File: config.mk
export PLATFORM = sky130hd
export DESIGN_NAME = tile_sched_xbar
export DESIGN_NICKNAME = d
export VERILOG_FILES = /design/src/rtl/tsx_pkg.sv /design/src/rtl/tsx_sequencer.sv /design/src/rtl/tsx_core_buf.sv /design/src/rtl/tsx_out_lane.sv /design/src/rtl/tile_sched_xbar.sv
export SDC_FILE = /design/constraint.sdc
export NUM_CORES = 1
export LEC_CHECK = 0
export BUFFER_PORTS_ARGS = -buffer_cell sky130_fd_sc_hd__buf_4
export CORE_AREA = 4 4 158 190
export CTS_CLUSTER_DIAMETER = 50
export DETAILED_ROUTE_END_ITERATION = 10
export DIE_AREA = 0 0 162 194
export GPL_TIMING_DRIVEN = 0
export PLACE_DENSITY = 0.84
export SLEW_MARGIN = 30
export SYNTH_ARGS = -nofsm -noshare
export SYNTH_HDL_FRONTEND = slang
export SYNTH_SLANG_ARGS = --single-unit
File: constraint.sdc
create_clock -name clk -period 10.1 [get_ports clk]
set_input_delay 1.01 -clock clk [delete_from_list [all_inputs] [get_ports clk]]
set_output_delay 1.01 -clock clk [all_outputs]
set_load 0.02 [all_outputs]
File: src/rtl/tsx_pkg.sv
package tsx_pkg;
    localparam int NUM_LINKS = 4;
    localparam int NUM_OUTS  = 5;
    localparam int SEL_W     = 3;
    localparam int INSTR_W   = NUM_OUTS * SEL_W;

    typedef enum logic [2:0] {
        SRC_IDLE  = 3'd0,
        SRC_NORTH = 3'd1,
        SRC_SOUTH = 3'd2,
        SRC_EAST  = 3'd3,
        SRC_WEST  = 3'd4,
        SRC_CORE  = 3'd5
    } src_e;

    typedef enum logic {
        ST_HALT = 1'b0,
        ST_RUN  = 1'b1
    } seq_state_e;
endpackage

File: src/rtl/tsx_sequencer.sv
module tsx_sequencer
    import tsx_pkg::*;
#(
    parameter int SLOTS = 16,
    parameter int PCW   = $clog2(SLOTS)
) (
    input  logic               clk,
    input  logic               rst_n,
    input  logic               run,
    input  logic [PCW-1:0]     last_slot,
    input  logic               wr_en,
    input  logic [PCW-1:0]     wr_addr,
    input  logic [INSTR_W-1:0] wr_instr,
    output logic               running,
    output logic [INSTR_W-1:0] instr
);
    seq_state_e                     state, state_nx;
    logic [PCW-1:0]                 pc;
    logic [SLOTS-1:0][INSTR_W-1:0]  mem;

    // state register
    always_ff @(posedge clk) begin
        if (!rst_n) state <= ST_HALT;
        else        state <= state_nx;
    end

    // transitions START and STOP
    always_comb begin
        state_nx = state;
        unique case (state)
            ST_HALT: if (run)  state_nx = ST_RUN;
            ST_RUN:  if (!run) state_nx = ST_HALT;
            default: state_nx = ST_HALT;
        endcase
    end

    // program counter
    always_ff @(posedge clk) begin
        if (!rst_n) begin
            pc <= '0;
        end else begin
            unique case (state)
                ST_HALT: pc <= '0;
                ST_RUN:  pc <= (!run || pc == last_slot) ? '0 : pc + 1'b1;
                default: pc <= '0;
            endcase
        end
    end

    // schedule store, writable only while halted
    always_ff @(posedge clk) begin
        if (!rst_n)                         mem <= '0;
        else if (wr_en && state == ST_HALT) mem[wr_addr] <= wr_instr;
    end

    // outputs
    always_comb begin
        running = (state == ST_RUN);
        instr   = running ? mem[pc] : '0;
    end

    a_r5_pc_wrap: assert property (@(posedge clk) disable iff (!rst_n)
        (state == ST_RUN && run && pc == last_slot) |=> (pc == '0));
    a_r5_pc_step: assert property (@(posedge clk) disable iff (!rst_n)
        (state == ST_RUN && run && pc != last_slot) |=> (pc == $past(pc) + 1'b1));
    a_r6_start_slot0: assert property (@(posedge clk) disable iff (!rst_n)
        (state == ST_HALT) |=> (pc == '0));
    a_r7_mem_frozen: assert property (@(posedge clk) disable iff (!rst_n)
        (state == ST_RUN) |=> $stable(mem));
endmodule

File: src/rtl/tsx_core_buf.sv
module tsx_core_buf #(
    parameter int DW = 16
) (
    input  logic          clk,
    input  logic          rst_n,
    input  logic          push,
    input  logic [DW-1:0] push_data,
    input  logic          pop,
    output logic [DW-1:0] head_data,
    output logic          head_vld,
    output logic          full
);
    logic [DW-1:0] ent0, ent1, ent0_nx, ent1_nx;
    logic [1:0]    cnt, cnt_nx, widx;
    logic          pop_ok, push_ok;

    always_comb begin
        pop_ok  = pop  && (cnt != 2'd0);
        push_ok = push && (cnt != 2'd2);
        cnt_nx  = cnt + {1'b0, push_ok} - {1'b0, pop_ok};
        widx    = cnt - {1'b0, pop_ok};
        ent0_nx = pop_ok ? ent1 : ent0;
        ent1_nx = ent1;
        if (push_ok) begin
            if (widx == 2'd0) ent0_nx = push_data;
            else              ent1_nx = push_data;
        end
    end

    always_ff @(posedge clk) begin
        if (!rst_n) begin
            cnt  <= '0;
            ent0 <= '0;
            ent1 <= '0;
        end else begin
            cnt  <= cnt_nx;
            ent0 <= ent0_nx;
            ent1 <= ent1_nx;
        end
    end

    assign head_data = ent0;
    assign head_vld  = (cnt != 2'd0);
    assign full      = (cnt == 2'd2);

    a_r8_cnt_bound: assert property (@(posedge clk) disable iff (!rst_n)
        cnt != 2'd3);
    a_r8_full_drop: assert property (@(posedge clk) disable iff (!rst_n)
        (full && push && !pop) |=> full);
endmodule

File: src/rtl/tsx_out_lane.sv
module tsx_out_lane
    import tsx_pkg::*;
#(
    parameter int DW = 16
) (
    input  logic                          clk,
    input  logic                          rst_n,
    input  logic [SEL_W-1:0]              sel,
    input  logic [NUM_LINKS-1:0][DW-1:0]  link_data,
    input  logic [NUM_LINKS-1:0]          link_vld,
    input  logic [DW-1:0]                 core_data,
    input  logic                          core_vld,
    output logic [DW-1:0]                 q,
    output logic                          q_vld
);
    logic [DW-1:0] d;
    logic          v;

    always_comb begin
        d = '0;
        v = 1'b0;
        case (src_e'(sel))
            SRC_NORTH: begin d = link_data[0]; v = link_vld[0]; end
            SRC_SOUTH: begin d = link_data[1]; v = link_vld[1]; end
            SRC_EAST:  begin d = link_data[2]; v = link_vld[2]; end
            SRC_WEST:  begin d = link_data[3]; v = link_vld[3]; end
            SRC_CORE:  begin d = core_data;    v = core_vld;    end
            default:   begin d = '0;           v = 1'b0;        end
        endcase
        if (!v) d = '0;
    end

    always_ff @(posedge clk) begin
        if (!rst_n) begin
            q     <= '0;
            q_vld <= 1'b0;
        end else begin
            q     <= d;
            q_vld <= v;
        end
    end
endmodule

File: src/rtl/tile_sched_xbar.sv
module tile_sched_xbar
    import tsx_pkg::*;
#(
    parameter int DW    = 16,
    parameter int SLOTS = 16,
    parameter int PCW   = $clog2(SLOTS)
) (
    input  logic                         clk,
    input  logic                         rst_n,
    input  logic [NUM_LINKS-1:0][DW-1:0] link_in,
    input  logic [NUM_LINKS-1:0]         link_in_vld,
    output logic [NUM_LINKS-1:0][DW-1:0] link_out,
    output logic [NUM_LINKS-1:0]         link_out_vld,
    input  logic [DW-1:0]                core_tx_data,
    input  logic                         core_tx_push,
    output logic                         core_tx_full,
    output logic [DW-1:0]                core_rx_data,
    output logic                         core_rx_vld,
    input  logic                         sched_run,
    input  logic [PCW-1:0]               sched_last,
    input  logic                         cfg_we,
    input  logic [PCW-1:0]               cfg_addr,
    input  logic [INSTR_W-1:0]           cfg_instr
);
    logic                         running;
    logic [INSTR_W-1:0]           instr;
    logic [NUM_OUTS-1:0]          want_core;
    logic                         core_pop;
    logic [DW-1:0]                buf_data;
    logic                         buf_vld;
    logic [NUM_OUTS-1:0][DW-1:0]  lane_q;
    logic [NUM_OUTS-1:0]          lane_vld;

    tsx_sequencer #(.SLOTS(SLOTS), .PCW(PCW)) u_seq (
        .clk      (clk),
        .rst_n    (rst_n),
        .run      (sched_run),
        .last_slot(sched_last),
        .wr_en    (cfg_we),
        .wr_addr  (cfg_addr),
        .wr_instr (cfg_instr),
        .running  (running),
        .instr    (instr)
    );

    assign core_pop = |want_core;

    tsx_core_buf #(.DW(DW)) u_buf (
        .clk      (clk),
        .rst_n    (rst_n),
        .push     (core_tx_push),
        .push_data(core_tx_data),
        .pop      (core_pop),
        .head_data(buf_data),
        .head_vld (buf_vld),
        .full     (core_tx_full)
    );

    for (genvar k = 0; k < NUM_OUTS; k++) begin : g_lane
        assign want_core[k] = (instr[k*SEL_W +: SEL_W] == SRC_CORE);

        tsx_out_lane #(.DW(DW)) u_lane (
            .clk      (clk),
            .rst_n    (rst_n),
            .sel      (instr[k*SEL_W +: SEL_W]),
            .link_data(link_in),
            .link_vld (link_in_vld),
            .core_data(buf_data),
            .core_vld (buf_vld),
            .q        (lane_q[k]),
            .q_vld    (lane_vld[k])
        );

        if (k < NUM_LINKS) begin : g_link
            assign link_out[k]     = lane_q[k];
            assign link_out_vld[k] = lane_vld[k];
        end else begin : g_core
            assign core_rx_data = lane_q[k];
            assign core_rx_vld  = lane_vld[k];
        end

        for (genvar j = 0; j < NUM_LINKS; j++) begin : g_src
            a_r3_hop_latency: assert property (@(posedge clk) disable iff (!rst_n)
                (instr[k*SEL_W +: SEL_W] == 3'(j + 1) && link_in_vld[j])
                |=> (lane_vld[k] && lane_q[k] == $past(link_in[j])));
        end

        a_r9_empty_invalid: assert property (@(posedge clk) disable iff (!rst_n)
            (want_core[k] && !buf_vld) |=> !lane_vld[k]);
    end

    a_r6_halt_idle: assert property (@(posedge clk) disable iff (!rst_n)
        !running |=> (lane_vld == '0));
endmodule

# After elaboration in Yosys (flattened, before gate mapping)
# Index checks and enable logic that the tools add are counted.
[word_totals] register_bits=364 latch_bits=0 ramBits=0 romBits=0 in_bits=112 wordCells=105 n_memories=0
[classes] addsub=4 n_mul=0 div=0 order_cmp=3 eq_ne=28 shifts=0 muxes=22 bitwise_logic=2 n_reduce_logical=15
[op_table] operator="$pmux W16 S5" n=5
[op_table] operator="$bwmux W240" n=1
[op_table] operator="$bmux W15 S4" n=1
[op_table] operator="$demux W15 S4" n=1
[op_table] operator="$mux W16" n=3
[op_table] operator="$mux W15" n=3
[op_table] operator="$eq A3 B2 Y1 const B" n=10
[op_table] operator="$eq A3 B3 Y1 const B" n=10
[op_table] operator="$pmux W1 S5" n=5
[op_table] operator="$eq A3 B1 Y1 const B" n=5
[op_table] operator="$reduce_and A2 Y1" n=6
[op_table] operator="$lt A4 B5 Y1 const B" n=2
[op_table] operator="$pmux W4 S2" n=1
[op_table] operator="$reduce_or A5 Y1" n=1
[op_table] operator="$add A4 B1 Y4 const B" n=1
[op_table] operator="$eq A4 B4 Y1" n=1
[op_table] operator="$ge A4 B1 Y1 const B" n=1
[op_table] operator="$logic_and A1 B1 Y1" n=4
[op_table] operator="$mux W4" n=1
[op_table] operator="$sub A2 B1 Y2" n=2
[op_table] operator="$add A2 B1 Y2" n=1
[op_table] operator="$eq A2 B2 Y1 const B" n=1
[op_table] operator="$logic_not A2 Y1" n=1
[op_table] operator="$ne A2 B2 Y1 const B" n=1
[op_table] operator="5 further kinds" n=6

# Longest topological paths before layout
# Gate-level depths: netlist (run 1).
[logic_depth] depth_word=10 mapped_depth=18

# Modules after synthesis
# Synthesis (run 1) repeated with hierarchy kept, for this count alone.
[hier_totals] cells_unflattened=2100 area_unflattened_um2=18908.1
[by_module_without_submodules] module="tsx_sequencer" n_inst=1 cells_each=1288 area_each_um2=11339.6 seq_area_each_um2=4904.7
[by_module_without_submodules] module="tsx_out_lane" n_inst=5 cells_each=123 area_each_um2=1192.4 seq_area_each_um2=340.3
[by_module_without_submodules] module="tsx_core_buf" n_inst=1 cells_each=188 area_each_um2=1565.3 seq_area_each_um2=680.7
[by_module_without_submodules] module="tile_sched_xbar" n_inst=1 cells_each=9 area_each_um2=41.3 seq_area_each_um2=0.0

# Least setup slack after synthesis (run 1)
# OpenSTA, ideal clock, no wires.
[synth_path] kind="reg2reg" startpoint="register u_seq.pc[0]" endpoint="register u_buf.ent1[10]" setup_ns=0.117 arrival_ns=4.103 required_time_ns=9.983 path_slack_ns=5.880 stages_incl_launch_ff=19 synth_period_minus_slack_ns=4.220 path_cell_list="dfxtp_1 buf_6 buf_6 buf_6 buf_4 mux2_2 o22a_1 and3_1 o211ai_1 nor2_1 nor2_1 nor2_1 ha_1 xnor2_1 a21boi_0 buf_1 clkbuf_1 mux2i_1 nor2b_1"
[synth_between] elab_chain_cells=10 elab_cells_between_ends=14 classes_between="add/sub (1); eq/ne (5); mux (3); bitwise (1); reduce/logical (4)"
[synth_lines] element="start, declared" line_no="tsx_sequencer.sv:18" text="logic [PCW-1:0] pc;"
[synth_lines] element="start signal, assigned" line_no="tsx_sequencer.sv:44" text="ST_RUN: pc <= (!run || pc == last_slot) ? '0 : pc + 1'b1;"
[synth_lines] element="$bmux W15 S4 *" line_no="tsx_sequencer.sv:59" text="instr = running ? mem[pc] : '0;"
[synth_lines] element="$mux W15 (not written as such) *" line_no="tsx_sequencer.sv:59"
[synth_lines] element="$mux W15 *" line_no="tsx_sequencer.sv:59"
[synth_lines] element="$eq A3 B3 Y1" line_no="tile_sched_xbar.sv:60" text="assign want_core[k] = (instr[k*SEL_W +: SEL_W] == SRC_CORE);"
[synth_lines] element="$reduce_or A5 Y1 *" line_no="tile_sched_xbar.sv:46" text="assign core_pop = |want_core;"
[synth_lines] element="$logic_and A1 B1 Y1 *" line_no="tsx_core_buf.sv:18" text="pop_ok = pop && (cnt != 2'd0);"
[synth_lines] element="$sub A2 B1 Y2 *" line_no="tsx_core_buf.sv:21" text="widx = cnt - {1'b0, pop_ok};"
[synth_lines] element="$logic_not A2 Y1 *" line_no="tsx_core_buf.sv:25" text="if (widx == 2'd0) ent0_nx = push_data;"
[synth_lines] element="$not A1 Y1 (no line) *"
[synth_lines] element="$reduce_and A2 Y1 (no line) *"
[synth_lines] element="end signal, assigned" line_no="tsx_core_buf.sv:38" text="ent1 <= ent1_nx;"
[synth_lines] element="end, declared" line_no="tsx_core_buf.sv:13" text="logic [DW-1:0] ent0, ent1, ent0_nx, ent1_nx;"
# Every way passes the cells marked *; elsewhere a longest branch is shown, timed or not. The select of a mux whose other input is x is not followed.
# A chain may end at the register's enable or synchronous reset.

# Worst setup path in the final report (run 1)
[layout_path] startpoint="register u_seq.pc[1]" endpoint="register u_buf.ent1[9]"
# The elaborated chain is that of the path after synthesis.

==> results of run 1 <==
[kinds of logic after synthesis]
logic type / count (synthesis)
multiplexers: 190
flip-flops: 364
AO/OA/AOI/OAI: 489
buffers and inverters: 184
XOR/XNOR: 8
AND/OR/NAND/NOR: 752
adder cells (fa/ha/maj): 4
[cells in the final DEF, fill, tap and decap left out, types with 19 or more instances in the layout]
cell type | Yosys | layout
o21ai_0 | 19 | 19
or2_2 | 20 | 20
mux2i_1 | 84 | 84
mux2_2 | 46 | 46
nor2_1 | 97 | 97
dfxtp_1 | 364 | 364
clkbuf_16 | 0 | 37
a22oi_1 | 53 | 53
clkbuf_1 | 136 | 143
a221oi_1 | 32 | 32
a21oi_1 | 20 | 20
a222oi_1 | 32 | 32
nand2_1 | 523 | 523
nor2b_1 | 39 | 39
buf_4 | 9 | 191
nand3_1 | 26 | 26
a21boi_0 | 258 | 258
mux4_2 | 59 | 59
[worst reg2reg max path, delay by kind of cell (launching register included)]
kind | cells | cell delay [ns]
adder cells (fa/ha/maj) | 1 | 0.21
multiplexers | 4 | 1.62
AND/OR/NAND/NOR | 4 | 0.43
buffers and inverters | 5 | 3.09
XOR/XNOR | 1 | 0.18
flip-flops | 1 | 0.59
AO/OA/AOI/OAI | 1 | 0.26
[routing by layer]
metal | GRT usage (%) | share of wire (%) | up-vias
li1 | - | - | 7500
met1 | 46.1 | 34 | 7956
met2 | 65.8 | 46 | 1249
met3 | 8.99 | 11 | 349
met4 | 28.7 | 8.7 | 2
met5 | 0 | 0.023 | -
[worst paths after layout]
path / startpoint / endpoint / slack, ns / depth (start not counted)
hold reg to reg: u_seq.mem[106] / u_seq.mem[106] / 0.47 / 2
setup / recovery: u_seq.pc[1] / u_buf.ent1[9] / 3.60 / 16
setup reg to reg: u_seq.pc[1] / u_buf.ent1[9] / 3.60 / 16
hold / removal: u_seq.mem[106] / u_seq.mem[106] / 0.47 / 2
[flip-flops by register name (all words and copies together), names as in the netlist]
| name | cells |
|---|---|
| u_seq.mem | 240 |
| g_lane.u_lane.q | 80 |
| u_buf.ent1 | 16 |
| u_buf.head_data | 16 |
| g_lane.u_lane.q_vld | 5 |
| u_seq.pc | 4 |
| u_buf.cnt | 2 |
| u_seq.running | 1 |
[power by group through the flow]
stage / clock [uW] / combinational (uW) / sequential [uW]
floorplan: 0 / 158 / 1510
global placement: 0 / 262 / 1520
detailed placement: 0 / 269 / 1520
CTS: 1340 / 272 / 1490
global route: 1390 / 297 / 1490
finish: 1340 / 280 / 1490
[cell type report]
| cell class | instances | area (sq um) |
|---|---|---|
| timing repair buffer | 184 | 1380 |
| buffer | 175 | 743 |
| sequential | 364 | 7290 |
| fill | 2124 | 7110 |
| tap | 379 | 474 |
| multi-input combinational | 1443 | 9830 |
| clock inverter | 13 | 114 |
| inverter | 9 | 33.8 |
| clock buffer | 50 | 1030 |
[per-stage QoR]
| stage | cells | total power [uW] | setup WS [ns] | area [sq um] |
|---|---|---|---|---|
| after global routing | 2617 | 3180 | 3.40 | 20900 |
| final | 2617 | 3110 | 3.60 | 20900 |
| after CTS | 2616 | 3100 | 3.74 | 20900 |
| after detailed placement | 2553 | 1790 | 3.83 | 19700 |
| after global placement | 2551 | 1780 | 3.98 | 19700 |
| after floorplan | 1991 | 1670 | 5.88 | 17900 |
[cell usage after synthesis (2+ instances only)]
library cell	count	area, sq um
nand2_1	523	1960
dfxtp_1	364	7290
a21boi_0	258	1940
clkbuf_1	136	510
nor2_1	97	364
mux2i_1	84	841
mux4_2	59	1330
a22oi_1	53	398
mux2_2	46	518
nor2b_1	39	244
a221oi_1	32	280
a222oi_1	32	320
nand3_1	26	130
a21oi_1	20	100
or2_2	20	125
o21ai_0	19	95.1
o211a_1	16	160
o221a_1	16	180
o2bb2ai_1	16	140
buf_1	13	48.8
buf_2	12	60.1
and2_1	11	68.8
buf_4	9	67.6
inv_1	8	30.0
nor3_1	7	35.0
xnor2_1	7	61.3
nand2b_1	6	37.5
o22ai_1	6	37.5
buf_6	5	56.3
o211ai_1	5	37.5
a22o_1	4	35.0
ha_1	4	50.1
nor4_1	4	25.0
and3_1	3	18.8
o22a_1	3	26.3
a211oi_1	2	15.0
and3b_1	2	17.5
nand4_1	2	12.5
nor3b_1	2	15.0
nor4b_1	2	17.5
o21ai_1	2	10.0
or3_1	2	12.5
==> metrics.yaml, run 1 <==
status:
  status: "finished clean"
sta:
  slew_viol_final: 0
  fin_setup_tns_ns: 0
  worst_pin_slew_ns: 1.01
  holdWs_ns: 0.466
  rsz0062_at_grt: "no"
  clock.fmax_mhz: 154
  setup_violations: 0
  fin_crit_ns: 6.50
  period_share_pct: 64.4
  slew_headroom_pct: 32.7
  hold_violations: 0
  finClkSkew_ns: 0.0158
yosys:
  synth_ff_type: "dfxtp_1"
  synth_top_family_by_area: "compound AO/OA/AOI/OAI gates"
  synth_xor_area_share_pct: 0.392
  muxShareOfSynthArea_pct: 15.1
  synthSimpleGateAreaFrac_pct: 17.6
  synth-async-reset-ratio_pct: 0
  syn-num-nets: 2107
  syn-cell-area_sq_mm: 0.0179
  ys_types: 56
  avgSynthCellArea_sq_um: 8.97
  synth_compound_area_share_pct: 21.4
  synth-seq-area-share_pct: 40.8
  ys_ff_latch: 364
  synth_warnings: 0
  synth_cells: 1991
  synthAdderAreaFrac_pct: 0.280
  synth-edff-count: 0
floorplanning:
  placementRows: 67
  die_w_um: 162
  die_y_um: 194
  dieArea_sq_mm: 0.0314
  start_util_pct: 63.8
  core_sq_mm: 0.0280
  io_pins: 198
grt:
  grt_first_pass_wirelength_um: 98400
  grt_pass1_vias: 16800
  grt_overflow: 0
  antenna_found_initial: 1
  grt_max_degree: 15
  grtUsageTotal_pct: 40.2
finish:
  antenna-diode-count: 0
  area_growth_pct: 17.0
  nNetsFinal: 2330
  drive_gt1_share_pct: 18.0
  final_util_pct: 74.6
clocking:
  numCtsBuffers: 37
  postCtsSetupBuffers: 0
  clock-sinks: 364
  cts.clk_slew.worst_paths_ns: 0.06
  cts-root-buf: "clkbuf_16"
  cts_tree: "done"
  hold_buffers: 0
  clock_latency_ns: 0.54
  cts_resized: 0
  htreeDepth: 2
  cts_buffer_depth: 3
pwr:
  vdd_ir_drop_max_mv: 0.153
  seqPwrFrac_pct: 47.9
  combPwrFrac_pct: 9.0
  p_int_uw: 2320
  swShare_pct: 25.4
  clock_power_share_pct: 43.0
  power_density_mw_per_mm2: 149
  p_sw_uw: 789
  p_leak_uw: 0.00717
route:
  routed_via_density: 6.52
  wl_per_cell_um: 25.0
  drc: 0
  drt_iter0_drc: 2268
  vias: 17100
  firstDrtPassIters: 9
  drt_wl_total_um: 65300
  antenna_left: 0
setup_path:
  crit_path_start_kind: "flop"
  critical_path_required_ns: 10.52
  crit_buf_inv: 5
  slowest_delay_ns: 0.77
  worstPathCellList: "buf_1 > clkbuf_1 > mux4_2 > mux2i_1 > mux2_2 > clkbuf_1 > nor2_1 > nor2_1 > nor2_1 > ha_1 > xnor2_1 > a21boi_0 > buf_1 > clkbuf_1 > mux2i_1 > nor2b_1"
  crit_family: "buffers and inverters"
  cp_max_fo: 10
  crit_path_top_delay_cell: "clkbuf_1"
  cp.arrival_ns: 6.93
  path_class: "reg -> reg"
  end_kind: "flop"
worst_hold_path:
  worstHoldPathType: "reg -> reg"
placement:
  place.gp.congestion: 1.01
  portBuffers: 181
  dp_hpwl_um: 47100
flow_run:
  drv_cap: 0
(Power assumes the default switching activity.)
==> run 2: changes to the inputs <==
--- a/config.mk
+++ b/config.mk
@@ -5,13 +5,14 @@
 export SDC_FILE = /design/constraint.sdc
 export NUM_CORES = 1
 export LEC_CHECK = 0
+export ABC_AREA = 1
 export BUFFER_PORTS_ARGS = -buffer_cell sky130_fd_sc_hd__buf_4
-export CORE_AREA = 4 4 158 190
+export CORE_AREA = 4 4 172 207
 export CTS_CLUSTER_DIAMETER = 50
 export DETAILED_ROUTE_END_ITERATION = 10
-export DIE_AREA = 0 0 162 194
+export DIE_AREA = 0 0 176 211
 export GPL_TIMING_DRIVEN = 0
-export PLACE_DENSITY = 0.84
+export PLACE_DENSITY = 0.75
 export SLEW_MARGIN = 30
 export SYNTH_ARGS = -nofsm -noshare
 export SYNTH_HDL_FRONTEND = slang
==> constraint.sdc (replaced) <==
create_clock -name clk -period 5.5 [get_ports clk]
set_input_delay 0.55 -clock clk [delete_from_list [all_inputs] [get_ports clk]]
set_output_delay 0.55 -clock clk [all_outputs]
set_load 0.02 [all_outputs]
==> run 2 against run 1 <==
Against the previous run:
- hold slack lost 0.24 ns
- total power grew 94%
- register-to-register slack lost 3.0 ns
- final cell count grew 29%
- worst setup slack lost 3.0 ns
- flip-flop and latch count is the same
==> metrics.yaml, run 2 <==
status:
  status: "finished clean"
yosys:
  synthAdderAreaFrac_pct: 0.283
  synth-edff-count: 0
  synthSimpleGateAreaFrac_pct: 26.7
  yosysMostFrequentCell: "nand2_1"
  muxShareOfSynthArea_pct: 0
  synth_top_family_by_area: "simple AND/OR/NAND/NOR gates"
  synth_area_leaders: "dfxtp_1, nand2_1, o21ai_0, nor2_1, a21oi_1"
  synth_compound_area_share_pct: 21.2
  avgSynthCellArea_sq_um: 6.68
  ys_ff_latch: 364
  synth-async-reset-ratio_pct: 0
  synth_warnings: 0
  yosysTopAreaCell: "dfxtp_1"
  synth_cells: 2645
  syn-cell-area_sq_mm: 0.0177
  synth.top_cell.area_share_pct: 41.3
  synth_ff_type: "dfxtp_1"
  syn-num-nets: 2761
  synth_xor_area_share_pct: 0.347
  ys_types: 37
  synthTopCellsByCount: "nand2_1, nor2_1, dfxtp_1"
  synth-seq-area-share_pct: 41.3
grt:
  grt_first_pass_wirelength_um: 124000
  grt_overflow: 0
  antenna_found_initial: 2
  grtUsageTotal_pct: 45.1
  grt_max_degree: 16
  grt_pass1_vias: 19800
route:
  drt_iter0_drc: 2459
  routed_via_density: 6.17
  antenna_left: 0
  drt_wl_total_um: 87200
  firstDrtPassIters: 6
  drc: 0
  wl_per_cell_um: 25.9
  vias: 20800
worst_hold_path:
  worstHoldPathType: "in -> reg"
  hold_depth: 3
sta:
  finClkSkew_ns: 0.0294
  slew_headroom_pct: 27.4
  setup_violations: 0
  period_share_pct: 88.9
  slew_viol_final: 0
  fin_setup_tns_ns: 0
  clock.fmax_mhz: 205
  fin_crit_ns: 4.89
  rsz0062_at_grt: "no"
  hold_violations: 0
  worst_pin_slew_ns: 1.08
placement:
  post-place-cells: 3298
  placed_area_sq_mm: 0.0197
  portBuffers: 197
  dp_hpwl_um: 64000
  place.gp.congestion: 1.05
pwr:
  fin_total_pwr_uw: 6040
  p_leak_uw: 0.00858
  vdd_ir_drop_max_mv: 0.281
  power_density_mw_per_mm2: 288
clocking:
  clock-sinks: 364
  cts_buffer_depth: 3
  numCtsBuffers: 39
  hold_buffers: 0
  postCtsSetupBuffers: 0
  cts_tree: "done"
  clock_latency_ns: 0.56
  cts_resized: 0
  htreeDepth: 2
  cts-root-buf: "clkbuf_16"
  cts.clk_slew.worst_paths_ns: 0.07
setup_path:
  cp_max_fo: 10
  critical_path_required_ns: 5.94
  slowest_delay_ns: 0.63
  cp.arrival_ns: 5.33
  worstSetupStartpoint: "u_seq.pc[0]"
  path_class: "reg -> reg"
  crit_path_top_delay_cell: "clkbuf_1"
  crit_top_cell: "nand2_1"
  r2r_cells: 23
  critPathCapture: "u_buf.head_data[6]"
  rr_endpoint: "u_buf.head_data[6]"
  r2r-start: "u_seq.pc[0]"
  worstPathCellList: "inv_2 > clkbuf_1 > nand2_1 > o211ai_1 > nand3_1 > nand3_1 > nand2_1 > nor2_1 > nand3_2 > nand2_1 > inv_2 > nand2_2 > nand2_1 > inv_1 > ha_1 > xor2_1 > inv_1 > nand2_1 > nor2_1 > inv_1 > clkbuf_1 > o21ai_0 > nor2_1"
  reg2reg_setup_slack_ns: 0.61
  end_kind: "flop"
  crit_path_start_kind: "flop"
finish:
  final_util_pct: 62.2
  nNetsFinal: 2999
  final_cells: 3368
  fillerInstances: 3262
  largest_register_ff_count: 240
  finalInstanceArea_sq_mm: 0.0210
  regArea_sq_mm: 0.00729
  drive_gt1_share_pct: 13.0
  multiInputGateArea_sq_mm: 0.00858
  top_register: "u_seq.mem"
  final_cell_mix: "nand2_1, nor2_1, dfxtp_1"
  top_regs: "u_seq.mem (240), g_lane.u_lane.q (80)"
  final_common_cell: "nand2_1"
  antenna-diode-count: 0
  area_growth_pct: 18.8
floorplanning:
  start_util_pct: 52.4
  core_sq_mm: 0.0337
  die_y_um: 211
  io_pins: 198
  placementRows: 74
  die_w_um: 176
  dieArea_sq_mm: 0.0371
flow_run:
  drv_cap: 0
==> run 2: layer usage <==
metal  vias to the layer above  GRT usage, %  part of all wire [%]
li1                       9100             -                     -
met4                         0          45.5                    13
met3                       553          9.83                    11
met2                      1689          71.8                    44
met1                      9448          48.6                    32
met5                         -             0                     0
==> run 2: cell type report <==
type | count | share of cell area, %
clock buffer | 55 | 5.18
tap | 456 | 2.72
multi-input combinational | 1842 | 40.9
inverter | 255 | 4.56
buffer | 184 | 4.01
sequential | 364 | 34.7
timing repair buffer | 197 | 7.05
clock inverter | 15 | 0.847
==> run 2: report_power, final <==
part / internal, uW / switching, uW / total [uW]
registers: 2700 / 54.4 / 2750
clock network: 1490 / 1150 / 2640
logic: 175 / 471 / 647
==> run 2: cell families (layout without fill, tap and decap cells) <==
| group | count (synthesis) | in the layout |
|---|---|---|
| xor+xnor | 7 | 7 |
| flops | 364 | 364 |
| compound gates | 682 | 682 |
| buf+inv | 439 | 706 |
| simple gates | 1149 | 1149 |
| fa+ha+maj | 4 | 4 |
==> run 2: worst max-delay path: cells and delay by family (launching register included) <==
kind	cells	cell delay, ns
fa+ha+maj	1	0.18
xor+xnor	1	0.09
buf+inv	7	1.59
compound gates	2	0.33
simple gates	12	2.19
flops	1	0.38
==> run 2: per-stage QoR <==
stage | hold slack (ns) | worst slack (ns)
final | 0.226 | 0.613
after global routing | 0.252 | 0.285
after CTS | 0.218 | 0.798
after detailed placement | 0.444 | 0.860
after global placement | 0.436 | 0.841
after floorplan | 0.424 | 2.23
==> run 2: worst min-delay path by stage <==
stage | slack, ns | to | start
floorplan | 0.42 | u_seq.mem[100] | u_seq.mem[100]
global placement | 0.44 | u_seq.mem[157] | u_seq.mem[157]
detailed placement | 0.44 | u_seq.mem[106] | u_seq.mem[106]
CTS | 0.22 | u_seq.running | sched_run
global route | 0.25 | u_seq.running | sched_run
finish | 0.23 | u_seq.running | sched_run
